===== config.mk =====
export PLATFORM = sky130hd
export DESIGN_NAME = brm_stage
export DESIGN_NICKNAME = d
export VERILOG_FILES = /design/src/rtl/brm_pkg.sv /design/src/rtl/brm_count.sv /design/src/rtl/brm_decode.sv /design/src/rtl/brm_gate.sv /design/src/rtl/brm_stage.sv
export SDC_FILE = /design/constraint.sdc
export NUM_CORES = 1
export LEC_CHECK = 0
export ABC_AREA = 0
export BUFFER_PORTS_ARGS = -buffer_cell sky130_fd_sc_hd__buf_4
export CORE_AREA = 2 2 39 41
export CTS_CLUSTER_DIAMETER = 60
export CTS_CLUSTER_SIZE = 8
export DETAILED_ROUTE_END_ITERATION = 7
export DIE_AREA = 0 0 41 43
export PLACE_DENSITY = 0.59
export SLEW_MARGIN = 20
export SYNTH_ARGS = -nofsm -noshare
export SYNTH_HDL_FRONTEND = slang
export SYNTH_HIERARCHICAL = 1
export SYNTH_SLANG_ARGS = --single-unit
export TNS_END_PERCENT = 5

===== constraint.sdc =====
create_clock -name clk -period 1.7 [get_ports clk]
set_clock_uncertainty 0.1 [all_clocks]
set_input_delay 0.255 -clock clk [delete_from_list [all_inputs] [get_ports clk]]
set_output_delay 0.255 -clock clk [all_outputs]
set_load 0.01 [all_outputs]

===== src/rtl/brm_pkg.sv =====
package brm_pkg;
   localparam int unsigned BRM_MIN_W = 1;
   localparam int unsigned BRM_MAX_W = 16;

   typedef struct packed {
      logic pulse;
      logic last;
   } brm_sel_t;
endpackage


===== src/rtl/brm_count.sv =====
module brm_count #(
   parameter int unsigned W = 6
) (
   input  logic         clk,
   input  logic         clear,
   input  logic         en_n,
   output logic [W-1:0] cnt,
   output logic         last
);
   always_ff @(posedge clk or posedge clear) begin
      if (clear) cnt <= '0;
      else if (!en_n) cnt <= cnt + 1'b1;
   end

   assign last = &cnt;

   p_step_r1: assert property (@(posedge clk) disable iff (clear)
      !en_n |=> cnt == $past(cnt) + 1'b1);
   p_hold_r3: assert property (@(posedge clk) disable iff (clear)
      en_n |=> $stable(cnt));
   p_clear_r2: assert property (@(posedge clk) clear |-> cnt == '0);
endmodule


===== src/rtl/brm_decode.sv =====
module brm_decode #(
   parameter int unsigned W = 6
) (
   input  logic         clk,
   input  logic         clear,
   input  logic [W-1:0] cnt,
   input  logic [W-1:0] rate,
   output logic         sel
);
   logic [W-1:0] hit;

   for (genvar j = 0; j < W; j++) begin : g_prefix
      localparam logic [W-1:0] MASK = (W'(1) << (j + 1)) - W'(1);
      localparam logic [W-1:0] PAT  = (W'(1) << j) - W'(1);
      assign hit[W-1-j] = rate[W-1-j] && ((cnt & MASK) == PAT);
   end

   assign sel = |hit;

   p_disjoint_r5: assert property (@(posedge clk) disable iff (clear)
      $onehot0(hit));
endmodule


===== src/rtl/brm_gate.sv =====
module brm_gate (
   input  logic clk,
   input  logic strobe_n,
   input  logic cascade_in,
   input  logic en_n,
   input  logic sel,
   input  logic last,
   output logic pulse_n,
   output logic gated_out,
   output logic carry_n
);
   logic fire;

   always_comb begin
      fire      = sel & ~clk & ~strobe_n;
      pulse_n   = ~fire;
      gated_out = ~(pulse_n & cascade_in);
      carry_n   = ~(last & ~en_n);
   end

   p_strobe_r6: assert property (@(posedge clk) strobe_n |-> pulse_n);
   p_cascade_r7: assert property (@(posedge clk) !cascade_in |-> gated_out);
endmodule


===== src/rtl/brm_stage.sv =====
module brm_stage #(
   parameter int unsigned W = 6
) (
   input  logic         clk,
   input  logic         clear,
   input  logic         count_en_n,
   input  logic         strobe_n,
   input  logic         cascade_in,
   input  logic [W-1:0] rate,
   output logic         pulse_n,
   output logic         gated_out,
   output logic         carry_n
);
   import brm_pkg::*;

   if (W < BRM_MIN_W || W > BRM_MAX_W) begin : g_bad_width
      $error("brm_stage: W out of range");
   end

   logic [W-1:0] cnt;
   brm_sel_t     s;

   brm_count #(.W(W)) u_count (
      .clk(clk), .clear(clear), .en_n(count_en_n), .cnt(cnt), .last(s.last)
   );

   brm_decode #(.W(W)) u_decode (
      .clk(clk), .clear(clear), .cnt(cnt), .rate(rate), .sel(s.pulse)
   );

   brm_gate u_gate (
      .clk(clk), .strobe_n(strobe_n), .cascade_in(cascade_in),
      .en_n(count_en_n), .sel(s.pulse), .last(s.last),
      .pulse_n(pulse_n), .gated_out(gated_out), .carry_n(carry_n)
   );

   p_carry_r8: assert property (@(posedge clk) disable iff (clear)
      !carry_n |-> (!count_en_n && cnt == {W{1'b1}}));
endmodule


# Word level (Yosys, flattened, before mapping)
# Cells that the tools add are included.
# classes
n_addsub	1
multipliers	0
n_div	0
order_cmp	0
n_eq_ne	5
shift	0
muxes	0
bitwise	10
reduce_logical	9
# ops
cell	n
$add 6x1->6 const B	1
$eq 6x5->1 const B	1
$logic_and 1x1->1	6
$logic_not 6->1	1
$not 1->1	6
$reduce_and 6->1	1
$reduce_or 6->1	1
$eq 5x4->1 const B	1
$and 1x1->1	4
$eq 4x3->1 const B	1
$eq 3x2->1 const B	1
$eq 2x1->1 const B	1
# word_totals
reg_bits	6
latch_bits	0
ram_bits	0
romBits	0
in_bits	11
word_cells	26
memories	0

# Longest topological paths before layout
# logic_depth
word_depth	8
mapped_depth	5

# By module
# Netlist, hierarchy kept.
# modules_own_cells
mod	n_inst	cells_per_inst	area_each_um2	seq_area_each_um2
brm_count	1	23	282.8	150.1
brm_decode	1	10	57.6	0.0
brm_gate	1	3	18.8	0.0

==> reports/qor.csv <==
stage,metric,value,unit
floorplan,die_x,41,microns
floorplan,coreArea,1384,sq um
global_route,overflow,0,
synth,synth_cell_types,17,
run,maxCapViolCount,0,
global_route,grt_pass1_wl,1.573,mm
worst_setup_path,crit_fanout,2,
clocking,clock_latency,0.36,ns
synth,synthCells,36,
floorplan,num_io_pins,14,
worst_hold_path,min_to,u_count/cnt[0]$_DFFE_PP0N_,
power,vdd_drop_max,0.5961,mV
status,status,finished with violations,
status,violations,setup timing,
synth,ys_seq_elements,6,
final_layout,layout-drive-gt1-share,56.72,%
sta,worst_hold_slack,0.03963,ns
routing,drc,0,
power,leakage,0.3146,nW
global_route,grt_usage,15.85,%
sta,rsz0062_at_grt,true,
routing,via_count,380,
worst_hold_path,worstHoldStart,count_en_n,
final_layout,fin_util,48.37,%
worst_hold_path,min_path_type,input port to flop,
final_layout,largest_reg_flops,6,
floorplan,dieArea,1763,sq um
synth,synth_nets,48,
routing,avgViaCountPerCell,4.578,
worst_setup_path,r2r_start,u_count/cnt[2]$_DFFE_PP0N_,
synth,yosysTopAreaCellShare,41.81,%
worst_setup_path,reg2regPathDepth,5,
worst_setup_path,rrSetupSlack,0.46,ns
worst_hold_path,min_path_cells,2,
placed_design,port_buffers,13,
synth,synth_area_leaders,"dfrtp_1 42%, xnor2_1 12%, nand2b_1 5.2%, nand3_1 4.2%, nor2_1 4.2%",
final_layout,area_delta_synth_final,86.41,%
clocking,clk_pin_slew,0.05,ns
routing,wl_per_cell,11.81,microns
floorplan,die_y,43,microns
routing,drt-pass1-iter-count,2,
placed_design,gp_congestion,0.6701,
sta,tightestPinTransition,0.2725,ns
sta,worst_slack,-0.4789,ns
placed_design,dp_slack,-0.03513,ns
sta,drv_slew,0,
final_layout,final_cell_mix,"17 x buf_4, 6 x clkbuf_4, 5 x buf_6, 5 x xnor2_1, 5 x dfrtp_1",
routing,wl,980,microns
global_route,antenna_found_initial,0,
clocking,cts_tree,done,
synth,ys_warn_count,6,
worst_setup_path,required,1.34,ns
worst_setup_path,cp-end-kind,output port,
sta,setup_viol,4,
synth,syn_avg_cell_area,9.975,sq um
final_layout,largestRegisters,u_count/cnt (6),
worst_setup_path,arrival,1.82,ns
floorplan,start_util,25.95,%
global_route,grt_max_degree,7,
floorplan,row_count,14,
routing,postRouteAntennaNets,0,
synth,ys_seq_area_share,41.81,%
sta,fin_crit_sh,128.2,%
worst_setup_path,crit_type,flop to output port,
power,power,1.157,mW
power,p_per_area,1728,nW/um^2
sta,hold_viol_final,0,
final_layout,nets,80,
worst_setup_path,critPathLaunch,u_count/cnt[5]$_DFFE_PP0N_,
final_layout,fill_cells,146,
routing,drt_iter0_drc,5,
synth,synth_area_leader_cell,dfrtp_1,
sta,period_minus_slack,2.179,ns
global_route,first_global_vias,432,
final_layout,antennaDiodeCount,0,
synth,netlist_area,359.1,sq um
final_layout,final_common_cell,buf_4,
worst_setup_path,cp-start-kind,flop,
sta,slew_headroom,81.82,%
worst_setup_path,reg2reg_to,u_count/cnt[4]$_DFFE_PP0N_,
sta,fmax,0.4590,GHz
final_layout,top_register,u_count/cnt,
placed_design,hpwlAfterDp,672.1,microns
[routing by layer]
metal | wire length, microns | vias up | track usage, % | share of wire, %
met1 | 383 | 176 | 13.78 | 39
met2 | 501 | 16 | 18.13 | 51
met3 | 85 | 2 | 14.66 | 8.7
met5 | 0 | - | 0 | 0
met4 | 10 | 0 | 19.33 | 1.0
li1 | - | 186 | - | -
[stage by stage]
stage / area, sq um / std cells / setup TNS (ns)
floorplan: 364.1 / 36 / 0
global placement: 526.8 / 71 / -0.04720
detailed placement: 526.8 / 71 / -0.04721
CTS: 648.1 / 83 / -1.044
global route: 669.4 / 83 / -1.119
finish: 669.4 / 83 / -0.9416
[synth_stat cells]
master and instances:
nand2b_1 3, or3b_1 1, inv_1 2, nand4_2 1, nor2_1 4, mux2_2 1
nand3b_1 1, nor2b_4 1, a41o_1 1, xnor2_1 5, a21oi_1 2, and2_1 1
ha_1 1, nand2_1 2, o2111ai_1 1, nand3_1 3, dfrtp_1 6
[cell type report]
class                   count  area [sq um]  share of cell area, %
multi-input cells          28         232.7                  34.77
repair buffers             20         160.2                  23.93
flip-flops and latches      6         151.4                  22.62
clock buffers              11         97.59                  14.58
well taps                  16         20.02                  2.991
inverters                   2         7.507                  1.121
[worst max path at each step]
stage | to | slack, ns | cells past startpoint
floorplan | gated_out | 0.01 | 2
global placement | gated_out | -0.04 | 3
detailed placement | gated_out | -0.04 | 3
CTS | gated_out | -0.50 | 7
global route | gated_out | -0.53 | 7
finish | gated_out | -0.48 | 7
[worst max-delay path: stages (launching register included)]
cell	delay [ns]
dfrtp_1	0.36
nand3b_1	0.17
o2111ai_2	0.08
a41o_1	0.19
or3b_4	0.40
buf_8	0.13
nand2_4	0.04
buf_6	0.09
[cells by family after synthesis]
kind of cell	synth area share, %
and+or+nand+nor	29.27
adders and majority gates	3.484
AOI/OAI and AO/OA	8.015
muxes	3.136
xor gates and xnor gates	12.19
DFF	41.81
buffers and inverters	2.091
[power by group]
| group | leakage [nW] | internal [mW] | switching (mW) |
|---|---|---|---|
| Clock | 0.0632 | 0.267 | 0.133 |
| Sequential | 0.0710 | 0.217 | 0.0698 |
| Combinational | 0.180 | 0.284 | 0.186 |
| Total | 0.315 | 0.768 | 0.389 |
[what timing repair did]
item | 4_1_cts | 5_1_grt
setup buffers | 2 | 0
gates resized for setup | 6 | 8
endpoints found under the setup margin | 4 | 4
hold buffers | 1 | 0
pin swaps | 4 | 7
hold endpoints to repair | 6 | 0
No activity file was read; power rests on OpenSTA's default activity.
